--- config.mk ---
export PLATFORM = sky130hd
export DESIGN_NAME = dma_thresh_fifo
export DESIGN_NICKNAME = d
export VERILOG_FILES = /design/src/rtl/dma_thresh_fifo_pkg.sv /design/src/rtl/dma_thresh_fifo_dp.sv /design/src/rtl/dma_thresh_fifo_ctrl.sv /design/src/rtl/dma_thresh_fifo.sv
export SDC_FILE = /design/constraint.sdc
export NUM_CORES = 1
export LEC_CHECK = 0
export BUFFER_PORTS_ARGS = -buffer_cell sky130_fd_sc_hd__buf_2
export CAP_MARGIN = 20
export CORE_ASPECT_RATIO = 2
export CORE_MARGIN = 5
export CORE_UTILIZATION = 62
export DETAILED_ROUTE_END_ITERATION = 6
export PLACE_DENSITY = 0.8
export SLEW_MARGIN = 20
export SYNTH_ARGS = -nofsm -noshare
export SYNTH_HDL_FRONTEND = slang
export SYNTH_SLANG_ARGS = --single-unit
--- constraint.sdc ---
create_clock -name clk -period 7.1 [get_ports clk]
set_input_delay 1.42 -clock clk [delete_from_list [all_inputs] [get_ports clk]]
set_output_delay 1.42 -clock clk [all_outputs]
set_load 0.1 [all_outputs]
--- src/rtl/dma_thresh_fifo_pkg.sv ---
package dma_thresh_fifo_pkg;
  parameter int unsigned FIFO_DEPTH = 32;
  parameter int unsigned DATA_W     = 16;
  localparam int unsigned LVL_W     = $clog2(FIFO_DEPTH);
  localparam int unsigned CNT_W     = LVL_W + 1;
  localparam int unsigned CFG_W     = 16;

  // configuration word field positions
  localparam int unsigned RX_DMA_BIT = 15;
  localparam int unsigned AF_LSB     = 8;
  localparam int unsigned TX_DMA_BIT = 7;
  localparam int unsigned AE_LSB     = 0;

  typedef struct packed {
    logic pushEn;
    logic popEn;
    logic pushFromCpu;
  } fifoStrobes_t;

  typedef struct packed {
    logic             rxDmaEn;
    logic [LVL_W-1:0] afLevel;
    logic             txDmaEn;
    logic [LVL_W-1:0] aeLevel;
  } bufCfg_t;
endpackage

--- src/rtl/dma_thresh_fifo_dp.sv ---
module dma_thresh_fifo_dp
  import dma_thresh_fifo_pkg::*;
#(
  parameter int unsigned DEPTH = FIFO_DEPTH,
  parameter int unsigned DW    = DATA_W
) (
  input  logic                         clk,
  input  logic                         rstN,
  input  fifoStrobes_t                 stb,
  input  logic [DW-1:0]                cpuWdata,
  input  logic [DW-1:0]                engPushData,
  output logic [DW-1:0]                rdData,
  output logic [$clog2(DEPTH):0]       fillCount
);
  localparam int unsigned PTR_W = $clog2(DEPTH);
  localparam int unsigned CW    = PTR_W + 1;

  logic [DW-1:0]    mem [DEPTH];
  logic [PTR_W-1:0] headPtr, tailPtr, headNext, tailNext;
  logic [DW-1:0]    pushData;

  // pointer wrap: a power-of-two depth wraps by itself
  generate
    if ((1 << PTR_W) == DEPTH) begin : g_pow2Wrap
      assign headNext = headPtr + 1'b1;
      assign tailNext = tailPtr + 1'b1;
    end else begin : g_cmpWrap
      assign headNext = (headPtr == PTR_W'(DEPTH-1)) ? '0 : headPtr + 1'b1;
      assign tailNext = (tailPtr == PTR_W'(DEPTH-1)) ? '0 : tailPtr + 1'b1;
    end
  endgenerate

  assign pushData = stb.pushFromCpu ? cpuWdata : engPushData;
  assign rdData   = mem[headPtr];

  always_ff @(posedge clk) begin
    if (!rstN) begin
      for (int i = 0; i < DEPTH; i++) mem[i] <= '0;
    end else if (stb.pushEn) begin
      mem[tailPtr] <= pushData;
    end
  end

  always_ff @(posedge clk) begin
    if (!rstN) begin
      headPtr   <= '0;
      tailPtr   <= '0;
      fillCount <= '0;
    end else begin
      if (stb.pushEn) tailPtr <= tailNext;
      if (stb.popEn)  headPtr <= headNext;
      case ({stb.pushEn, stb.popEn})
        2'b10:   fillCount <= fillCount + 1'b1;
        2'b01:   fillCount <= fillCount - 1'b1;
        default: fillCount <= fillCount;
      endcase
    end
  end

  // the count never exceeds the depth
  p_no_overflow_r3: assert property (@(posedge clk) disable iff (!rstN)
    fillCount <= CW'(DEPTH));

  // accepted push and pop together hold the count
  p_pushpop_hold_r5: assert property (@(posedge clk) disable iff (!rstN)
    (stb.pushEn && stb.popEn) |=> (fillCount == $past(fillCount)));

  // no pop accepted means the head word stays on the read port
  p_head_stable_r4: assert property (@(posedge clk) disable iff (!rstN)
    (!stb.popEn && !stb.pushEn) |=> $stable(rdData));
endmodule

--- src/rtl/dma_thresh_fifo_ctrl.sv ---
module dma_thresh_fifo_ctrl
  import dma_thresh_fifo_pkg::*;
#(
  parameter int unsigned DEPTH = FIFO_DEPTH
) (
  input  logic                   clk,
  input  logic                   rstN,
  input  logic                   cfgWe,
  input  logic [CFG_W-1:0]       cfgWdata,
  input  logic                   xferActive,
  input  logic                   xferDirRx,
  input  logic                   cpuWr,
  input  logic                   cpuRd,
  input  logic                   engPush,
  input  logic                   engPop,
  input  logic [$clog2(DEPTH):0] fillCount,
  output fifoStrobes_t           stb,
  output logic                   rxDmaReq,
  output logic                   txDmaReq,
  output logic                   rxLevelFlag,
  output logic                   txLevelFlag
);
  localparam int unsigned LW = $clog2(DEPTH);
  localparam int unsigned CW = LW + 1;

  bufCfg_t cfgReg;
  logic    isFull, isEmpty, idle, rxHit, txHit;
  logic    rxEnWrite, txEnWrite;

  assign isFull    = (fillCount == CW'(DEPTH));
  assign isEmpty   = (fillCount == '0);
  assign idle      = !xferActive && isEmpty;
  assign rxHit     = xferDirRx  && (fillCount > CW'(cfgReg.afLevel));
  assign txHit     = !xferDirRx && (fillCount < CW'(cfgReg.aeLevel));
  assign rxEnWrite = cfgWe && cfgWdata[RX_DMA_BIT];
  assign txEnWrite = cfgWe && cfgWdata[TX_DMA_BIT];

  always_comb begin
    stb.pushEn      = (cpuWr || engPush) && !isFull;
    stb.popEn       = (cpuRd || engPop) && !isEmpty;
    stb.pushFromCpu = cpuWr;
  end

  always_ff @(posedge clk) begin
    if (!rstN) begin
      cfgReg.rxDmaEn <= 1'b0;
      cfgReg.afLevel <= LW'(DEPTH-1);
      cfgReg.txDmaEn <= 1'b0;
      cfgReg.aeLevel <= '0;
    end else if (cfgWe) begin
      cfgReg.rxDmaEn <= cfgWdata[RX_DMA_BIT];
      cfgReg.afLevel <= cfgWdata[AF_LSB +: LW];
      cfgReg.txDmaEn <= cfgWdata[TX_DMA_BIT];
      cfgReg.aeLevel <= cfgWdata[AE_LSB +: LW];
    end
  end

  always_ff @(posedge clk) begin
    if (!rstN) begin
      rxLevelFlag <= 1'b0;
      txLevelFlag <= 1'b0;
      rxDmaReq    <= 1'b0;
      txDmaReq    <= 1'b0;
    end else if (idle) begin
      rxLevelFlag <= 1'b0;
      txLevelFlag <= 1'b0;
    end else begin
      rxLevelFlag <= rxHit && !cfgReg.rxDmaEn && !rxEnWrite;
      rxDmaReq    <= rxHit && cfgReg.rxDmaEn;
      txLevelFlag <= txHit && !cfgReg.txDmaEn && !txEnWrite;
      txDmaReq    <= txHit && cfgReg.txDmaEn;
    end
  end

  // nothing enters a full buffer
  p_full_drop_r3: assert property (@(posedge clk) disable iff (!rstN)
    isFull |-> !stb.pushEn);

  // nothing leaves an empty buffer
  p_empty_pop_r4: assert property (@(posedge clk) disable iff (!rstN)
    isEmpty |-> !stb.popEn);

  // receive flag and request never together
  p_rx_exclusive_r6: assert property (@(posedge clk) disable iff (!rstN)
    !(rxLevelFlag && rxDmaReq));

  // transmit flag and request never together
  p_tx_exclusive_r7: assert property (@(posedge clk) disable iff (!rstN)
    !(txLevelFlag && txDmaReq));

  // idle clears flags and holds requests
  p_idle_clear_r8: assert property (@(posedge clk) disable iff (!rstN)
    (!xferActive && fillCount == '0) |=> (!rxLevelFlag && !txLevelFlag));
  p_idle_hold_r8: assert property (@(posedge clk) disable iff (!rstN)
    (!xferActive && fillCount == '0) |=> ($stable(rxDmaReq) && $stable(txDmaReq)));

  // enable-bit configuration writes clear the matching flag
  p_cfg_clear_r9: assert property (@(posedge clk) disable iff (!rstN)
    (cfgWe && cfgWdata[RX_DMA_BIT]) |=> !rxLevelFlag);
  p_cfg_clear_tx_r9: assert property (@(posedge clk) disable iff (!rstN)
    (cfgWe && cfgWdata[TX_DMA_BIT]) |=> !txLevelFlag);
endmodule

--- src/rtl/dma_thresh_fifo.sv ---
module dma_thresh_fifo
  import dma_thresh_fifo_pkg::*;
#(
  parameter int unsigned DEPTH = FIFO_DEPTH,
  parameter int unsigned DW    = DATA_W
) (
  input  logic                   clk,
  input  logic                   rstN,
  input  logic                   cfgWe,
  input  logic [CFG_W-1:0]       cfgWdata,
  input  logic                   xferActive,
  input  logic                   xferDirRx,
  input  logic                   cpuWr,
  input  logic [DW-1:0]          cpuWdata,
  input  logic                   cpuRd,
  input  logic                   engPush,
  input  logic [DW-1:0]          engPushData,
  input  logic                   engPop,
  output logic [DW-1:0]          rdData,
  output logic [$clog2(DEPTH):0] fillCount,
  output logic                   rxDmaReq,
  output logic                   txDmaReq,
  output logic                   rxLevelFlag,
  output logic                   txLevelFlag
);
  fifoStrobes_t stb;

  dma_thresh_fifo_ctrl #(.DEPTH(DEPTH)) i_ctrl (
    .clk(clk), .rstN(rstN), .cfgWe(cfgWe), .cfgWdata(cfgWdata),
    .xferActive(xferActive), .xferDirRx(xferDirRx),
    .cpuWr(cpuWr), .cpuRd(cpuRd), .engPush(engPush), .engPop(engPop),
    .fillCount(fillCount), .stb(stb),
    .rxDmaReq(rxDmaReq), .txDmaReq(txDmaReq),
    .rxLevelFlag(rxLevelFlag), .txLevelFlag(txLevelFlag)
  );

  dma_thresh_fifo_dp #(.DEPTH(DEPTH), .DW(DW)) i_dp (
    .clk(clk), .rstN(rstN), .stb(stb),
    .cpuWdata(cpuWdata), .engPushData(engPushData),
    .rdData(rdData), .fillCount(fillCount)
  );
endmodule

==> results of run 1 <==
## per-stage QoR
step | worst slack (ns) | utilization, %
final | 1.86 | 68.2
after global routing | 1.63 | 68.2
after CTS | 1.79 | 67.9
after detailed placement | 2.30 | 64.2
after global placement | 2.36 | 64.2
after floorplan | 3.33 | -
## kinds of logic (layout without fill, tap and decap cells)
kind of cell | count (synthesis) | after routing | share of synthesized area [%]
xor+xnor | 11 | 11 | 0.399
compound gates | 39 | 39 | 1.08
simple gates | 655 | 655 | 11.1
fa+ha+maj | 16 | 16 | 0.830
flops | 549 | 549 | 66.8
mux | 207 | 207 | 17.0
buf+inv | 161 | 187 | 2.83
## state kept, by name (all words and copies together), names as in the netlist, named ones only
name                count
i_dp.headPtr            5
i_ctrl.txDmaReq         1
i_ctrl.rxDmaReq         1
i_ctrl.rxLevelFlag      1
i_dp.fillCount          6
i_dp.tailPtr            5
i_dp.mem              512
i_ctrl.cfgReg          12
i_ctrl.txLevelFlag      1
## per-layer routing
metal	wire length [µm]	GRT usage (%)	up-vias	part of all wire, %
li1	-	-	5948	-
met1	17300	28.8	7064	31
met2	32900	51.7	696	58
met3	3510	3.26	152	6.2
met4	2640	11.7	0	4.7
met5	0	0	-	0
## worst reg2reg max path, stage by stage, from the launching register on
cell and delay [ns]:
dfxtp_1 0.60, nor3_1 0.16, and2_1 0.27, nand2_1 0.18
and3_1 0.59, nand2_2 0.50, nand2_1 0.95
## layout make-up
| cell class | instances | area share, % |
|---|---|---|
| flip-flops and latches | 549 | 61.1 |
| multi-input cells | 928 | 28.5 |
| clock buffers | 54 | 4.40 |
| well taps | 520 | 2.47 |
| repair buffers | 94 | 2.36 |
| clock inverters | 23 | 0.930 |
| inverters | 16 | 0.228 |
## power breakdown
group          switching (mW)  leakage (nW)  internal [mW]
Clock                    1.09         0.677           1.35
Combinational            1.31          3.03          0.832
Sequential              0.201          5.60           3.72
## worst paths after layout
path | end | slack (ns)
hold reg to reg | i_ctrl.rxDmaReq$_SDFFE_PN0N_ | 0.49
hold / removal | i_ctrl.rxDmaReq$_SDFFE_PN0N_ | 0.49
setup reg to reg | i_dp.mem[22][6]$_SDFFCE_PN0P_ | 3.46
setup / recovery | rdData[12] | 1.86
## cells in the mapped netlist, drive strengths merged, types with 2 or more instances
master	instances
a21boi	5
a21o	4
a21oi	5
a31oi	2
and2	11
and3	5
and3b	2
buf	59
clkbuf	86
dfxtp	37
edfxtp	512
ha	16
inv	16
mux2	17
mux2i	30
mux4	160
nand2	81
nand2b	4
nand3	6
nand4	4
nor2	518
nor2b	13
nor3	3
nor3b	3
o211ai	5
o21ai	11
or3	3
xnor2	7
xor2	4
==> impl_metrics.toml, run 1 <==
[route]
first_pass_iters = 5
postRouteAntennaNets = 0
post-route-drc-count = 0
drtIter0Drc = 1284
num_vias = 13900
viasPerCell = 6.35
avgRoutedWirePerCell_um = 25.8
totalWireLength_mm = 56.4

[global_routing]
grt_pass1_vias = 14400
antenna_found_initial = 0
grt_max_degree = 68
gr-total-overflow = 0
grt_usage_pct = 26.7
grt_pass1_wl_mm = 85.4

[pwr]
fin_total_pwr_mw = 8.50
power_density_mw_per_mm2 = 322
ir_worst_vdd_mv = 0.258
p_leak_nw = 9.31

[finish]
num-fill-cells = 2403
final_cell_mix = "nor2_1 (518), edfxtp_1 (512), mux4_2 (160)"
area_delta_synth_final_pct = 9.40
ff_latch_area_mm2 = 0.0161
antennaDiodeCount = 0
nets = 1705
stdcell_count = 2184
layout_commonest_cell = "nor2_1"
multi_input_area_mm2 = 0.00752
drive_gt1_share_pct = 22.8
design_area_mm2 = 0.0264

[clocking]
cts_max_path_buffers = 3
cts_resized = 0
cts-root-buf = "clkbuf_16"
post_cts_buffers = 0
htreeDepth = 2
insertion_delay_ns = 0.55
tritoncts = "yes"
hold_buffers = 0
cts.clk_slew.worst_paths_ns = 0.07
clock-sinks = 549
numCtsBuffers = 43

[worst_hold_path]
worstHoldPathCells = 2
min_from = "i_ctrl.rxDmaReq$_SDFFE_PN0N_"
hold_path.class = "flop to flop"

[floorplan]
die_h_um = 289
die_w_um = 149
row_count = 102
num_io_pins = 83
start_util_pct = 62.4
die_area_mm2 = 0.0432
core_area_mm2 = 0.0387

[synthesis]
synthArstFlopShare_pct = 0
yosys_warnings = 0
synth_cell_types = 45
synthTopCellsByArea = "edfxtp_1 (64%), mux4_2 (15%), nor2_1 (8.1%)"
synth-edff-count = 512
syn_area_mm2 = 0.0241
ys.flop_type = "edfxtp_1"
synth_area_per_cell_um2 = 14.7
synth_cells = 1638
synth_top_cell_by_area = "edfxtp_1"
synth_nets = 1711
yosys_register_bits = 549
synth-seq-area-share_pct = 66.8
yosysTopAreaCellShare_pct = 63.8

[sta]
slew_viol_final = 0
worstMarginPinSlew_ns = 1.13
fin_crit_ns = 5.24
fin_worst_skew_ns = 0.0124
rsz0062_at_grt = "false"
relSlewSlack_pct = 22.9
hold_ws_ns = 0.488
clock.fmax_mhz = 191
period_share_pct = 73.9
finalSetupTns_ns = 0
setup_viol = 0
hold_viol = 0

[worst_setup_path]
cp_slowest_cell = "dfxtp_4"
crit_path_max_fanout = 41
rr_startpoint = "i_dp.fillCount[2]$_SDFFE_PN0P_"
crit_type = "flop to primary output"
cp_num_buf_inv = 2
startpoint_type = "flop"
worstPathRequired_ns = 5.68
rr_worst_depth = 6
path_cells = "buf_4, mux4_2, mux4_2, mux2_2, buf_2"
cpMostUsedCell = "mux4_2"
cp_num_cells = 5
cpPeakStageDelay_ns = 0.91
cpLargestDelayFamily = "multiplexers"
endpoint_kind = "primary output"
cp.arrival_ns = 3.82

[job]
maxCapViolCount = 0

[place]
hpwlAfterDp_mm = 38.0
io_buffers = 78
gp_congestion = 0.844
dp_cells = 2102
placed_area_mm2 = 0.0248

[run_status]
outcome = "complete, no violations"
Note: power is estimated with default switching activity, not from simulation.
==> inputs of run 2 (changes only) <==
==> constraint.sdc (replaced) <==
create_clock -name clk -period 5.3 [get_ports clk]
set_input_delay 1.06 -clock clk [delete_from_list [all_inputs] [get_ports clk]]
set_output_delay 1.06 -clock clk [all_outputs]
set_load 0.1 [all_outputs]
==> impl_metrics.toml, run 2 (same netlist as run 1, synthesis figures left out) <==
[finish]
area_delta_synth_final_pct = 9.06
nets = 1708
design_area_mm2 = 0.0263
final_cell_mix = "nor2_1 (518), edfxtp_1 (512), mux4_2 (160)"
largest_reg_flops = 512
layout_commonest_cell = "nor2_1"
drive_gt1_share_pct = 22.6
final_core_util_pct = 68.0
reg.largest.list = "i_dp.mem (512), i_ctrl.cfgReg (12), i_dp.fillCount (6)"
regMostFlops = "i_dp.mem"
antennaDiodeCount = 0

[clocking]
cts.clk_slew.worst_paths_ns = 0.07
cts_resized = 0
clock-sinks = 549
htreeDepth = 2
tritoncts = "yes"
insertion_delay_ns = 0.55
cts_max_path_buffers = 3
hold_buffers = 0
numCtsBuffers = 45
post_cts_buffers = 0
cts-root-buf = "clkbuf_16"

[worst_setup_path]
crit_type = "flop to primary output"
endpoint_kind = "primary output"
worstPathRequired_ns = 4.24
startpoint_type = "flop"
cp.arrival_ns = 3.26
crit_path_max_fanout = 30

[floorplan]
die_area_mm2 = 0.0432
core_area_mm2 = 0.0387
die_h_um = 289
row_count = 102
num_io_pins = 83
die_w_um = 149
start_util_pct = 62.4

[place]
hpwlAfterDp_mm = 39.1
place_ws_ns = 1.41
gp_congestion = 0.840
placed_area_mm2 = 0.0249
io_buffers = 78

[global_routing]
grt_pass1_vias = 14700
grt_usage_pct = 26.5
grt_max_degree = 67
grt_pass1_wl_mm = 84.8
antenna_found_initial = 0
gr-total-overflow = 0

[run_status]
outcome = "complete, no violations"

[route]
totalWireLength_mm = 56.2
postRouteAntennaNets = 0
post-route-drc-count = 0
wl_met2_mm = 33.9
first_pass_iters = 5
met3_length_mm = 2.71
viasPerCell = 6.31
topRoutingLayerUsed = "met4"
num_vias = 13800
wirelength_met1_mm = 17.3
drtIter0Drc = 1368
avgRoutedWirePerCell_um = 25.7

[sta]
hold_viol = 0
worstMarginPinSlew_ns = 1.07
slew_viol_final = 0
setup_viol = 0
period_share_pct = 81.6
fin_crit_ns = 4.32
fin_ws_ns = 0.977
rsz0062_at_grt = "false"
finalSetupTns_ns = 0
relSlewSlack_pct = 27.0
fin_worst_skew_ns = 0.0124
clock.fmax_mhz = 231

[pwr]
ir_worst_vdd_mv = 0.365
power_density_mw_per_mm2 = 427
p_leak_nw = 9.25

[worst_hold_path]
hold_path.class = "flop to flop"

[job]
maxCapViolCount = 0
-- run 2: cell type report --
| type | instances | area, µm² |
|---|---|---|
| flip-flops and latches | 549 | 16100 |
| well taps | 520 | 651 |
| clock buffers | 55 | 1160 |
| repair buffers | 95 | 636 |
| clock inverters | 22 | 149 |
| fillers | 2481 | 12400 |
| inverters | 16 | 60.1 |
| multi-input cells | 928 | 7520 |
-- run 2: through the flow --
stage	total power, mW	hold slack (ns)	std cells
global route	11.6	0.516	2185
floorplan	7.50	0.446	1638
global placement	8.12	0.451	2104
finish	11.2	0.483	2185
CTS	11.2	0.489	2181
detailed placement	8.19	0.478	2104
-- run 2: worst paths after layout --
check                                   end  slack (ns)                      startpoint  depth (start not counted)
max                               rdData[9]        0.98                            flop                          5
min            i_ctrl.rxDmaReq$_SDFFE_PN0N_        0.48    i_ctrl.rxDmaReq$_SDFFE_PN0N_                          2
max reg2reg  i_dp.mem[11][12]$_SDFFCE_PN0P_        1.76  i_dp.fillCount[2]$_SDFFE_PN0P_                          6
min reg2reg    i_ctrl.rxDmaReq$_SDFFE_PN0N_        0.48    i_ctrl.rxDmaReq$_SDFFE_PN0N_                          2
-- run 2: per-layer routing --
layer  GRT usage (%)  vias to the layer above
li1                -                     5947
met1            27.3                     7023
met2            52.9                      658
met3            2.74                      149
met4            11.7                        0
met5               0                        -
-- run 2: critical path: stages, from the launching register on --
cell and delay (ns):
dfxtp_4 0.66, buf_4 0.48, mux4_2 0.41, mux4_2 0.51, mux2_2 0.32, buf_2 0.30
-- run 2: power breakdown --
part / internal (mW) / switching, mW / leakage, nW
clock network: 1.62 / 1.49 / 0.622
logic: 1.13 / 1.82 / 3.03
registers: 4.98 / 0.197 / 5.60
total: 7.73 / 3.52 / 9.25
==> inputs of run 3 (changes only) <==
==> constraint.sdc (replaced) <==
create_clock -name clk -period 4.1 [get_ports clk]
set_input_delay 0.82 -clock clk [delete_from_list [all_inputs] [get_ports clk]]
set_output_delay 0.82 -clock clk [all_outputs]
set_load 0.1 [all_outputs]
==> impl_metrics.toml, run 3 (same netlist as run 1, synthesis figures left out) <==
[run_status]
outcome = "complete, no violations"

[place]
gp_congestion = 0.871
io_buffers = 78
placed_area_mm2 = 0.0251
hpwlAfterDp_mm = 39.7

[sta]
fin_worst_skew_ns = 0.0204
setup_viol = 0
rsz0062_at_grt = "false"
finalSetupTns_ns = 0
fin_crit_ns = 4.01
relSlewSlack_pct = 28.0
clock.fmax_mhz = 250
period_share_pct = 97.7
slew_viol_final = 0
hold_viol = 0
worstMarginPinSlew_ns = 1.08

[global_routing]
antenna_found_initial = 1
grt_pass1_wl_mm = 86.0
grt_max_degree = 67
grt_usage_pct = 26.9
grt_pass1_vias = 14700
gr-total-overflow = 0

[finish]
final_cell_mix = "nor2_1 (518), edfxtp_1 (512), mux4_2 (160)"
reg.largest.list = "i_dp.mem (512), i_ctrl.cfgReg (12), i_dp.fillCount (6)"
design_area_mm2 = 0.0266
largest_reg_flops = 512
regMostFlops = "i_dp.mem"
antennaDiodeCount = 0
num-fill-cells = 2466
layout_commonest_cell = "nor2_1"
drive_gt1_share_pct = 24.3
area_delta_synth_final_pct = 10.3
nets = 1731

[worst_setup_path]
startpoint_type = "flop"
r2r_end = "i_dp.mem[4][7]$_SDFFCE_PN0P_"
worst-r2r-setup-slack_ns = 0.54
crit_path_max_fanout = 28
endpoint_kind = "primary output"
rr_worst_depth = 6
worstPathRequired_ns = 3.28
rr_startpoint = "i_dp.fillCount[2]$_SDFFE_PN0P_"
crit_type = "flop to primary output"
cp.arrival_ns = 3.19

[clocking]
insertion_delay_ns = 0.56
hold_buffers = 0
htreeDepth = 2
numCtsBuffers = 44
clock-sinks = 549
tritoncts = "yes"
cts-root-buf = "clkbuf_16"
cts.clk_slew.worst_paths_ns = 0.07
cts_max_path_buffers = 3

[worst_hold_path]
min_from = "i_ctrl.rxDmaReq$_SDFFE_PN0N_"
min_to = "i_ctrl.rxDmaReq$_SDFFE_PN0N_"
hold_path.class = "flop to flop"
worstHoldPathCells = 2

[route]
drtIter0Drc = 1416
num_vias = 14000
postRouteAntennaNets = 0
avgRoutedWirePerCell_um = 25.7
post-route-drc-count = 0
first_pass_iters = 7
totalWireLength_mm = 56.8
viasPerCell = 6.32

[pwr]
fin_total_pwr_mw = 14.8
ir_worst_vdd_mv = 0.495
power_density_mw_per_mm2 = 557
p_leak_nw = 9.42

[job]
maxCapViolCount = 0

[floorplan]
die_h_um = 289
die_area_mm2 = 0.0432
row_count = 102
start_util_pct = 62.4
die_w_um = 149
core_area_mm2 = 0.0387
num_io_pins = 83
## run 3: cell types whose count changed in the layout (fill, tap and decap cells not counted), sizes merged
cell,delta
buf,+24
bufinv,+3
clkbuf,-3
clkinvlp,+2
clkinv,+1
## run 3: worst max path at each step
| stage | to | from | cells past startpoint | slack, ns |
|---|---|---|---|---|
| 6_report | rdData[9] | flop | 6 | 0.09 |
| 5_1_grt | rdData[9] | flop | 6 | 0.03 |
| 3_3_place_gp | i_dp.mem[28][11]$_SDFFCE_PN0P_ | cpuWr | 6 | 0.50 |
| 4_1_cts | rdData[2] | flop | 5 | 0.02 |
| 3_5_place_dp | i_dp.mem[4][12]$_SDFFCE_PN0P_ | cpuWr | 6 | 0.40 |
| 2_1_floorplan | i_dp.fillCount[2]$_SDFFE_PN0P_ | i_dp.fillCount[2]$_SDFFE_PN0P_ | 13 | 0.33 |
## run 3: where the power goes
| part | switching (mW) | internal, mW |
|---|---|---|
| sequential | 0.192 | 6.44 |
| clock | 1.96 | 2.28 |
| combinational | 2.42 | 1.53 |
## run 3: per-layer routing
metal,track usage (%),vias up,routed length [µm]
met3,3.10,190,3120
met1,27.9,7045,17300
met2,52.8,724,33600
met5,0,-,20
li1,-,6012,-
met4,12.8,2,2770
## run 3: worst max-delay path: stages, from the launching register on
cell and delay (ns):
dfxtp_4 0.47, buf_16 0.26, buf_4 0.23, mux4_2 0.50, mux4_2 0.51, mux2_2 0.31, buf_2 0.30
## run 3: repair_timing
| item | CTS | global route |
|---|---|---|
| setup buffers | 0 | 4 |
| setup endpoints to repair | 0 | 14 |
| resized for setup | 0 | 4 |
## run 3: stage by stage
stage          std cells  worst slack [ns]  util (%)  hold WS, ns
2_1_floorplan       1638             0.329         -        0.446
3_3_place_gp        2125             0.502      64.8        0.451
3_5_place_dp        2125             0.402      64.8        0.465
4_1_cts             2205            0.0233      68.5        0.460
5_1_grt             2212            0.0273      68.8        0.484
6_report            2212            0.0949      68.8        0.474
## run 3: area by class of cell
cell class / instances / area (µm²) / area share (%)
flip-flops and latches: 549 / 16100 / 60.6
multi-input cells: 928 / 7520 / 28.3
clock buffers: 52 / 1150 / 4.33
repair buffers: 119 / 831 / 3.12
clock inverters: 28 / 265 / 0.997
well taps: 520 / 651 / 2.45
inverters: 16 / 60.1 / 0.226
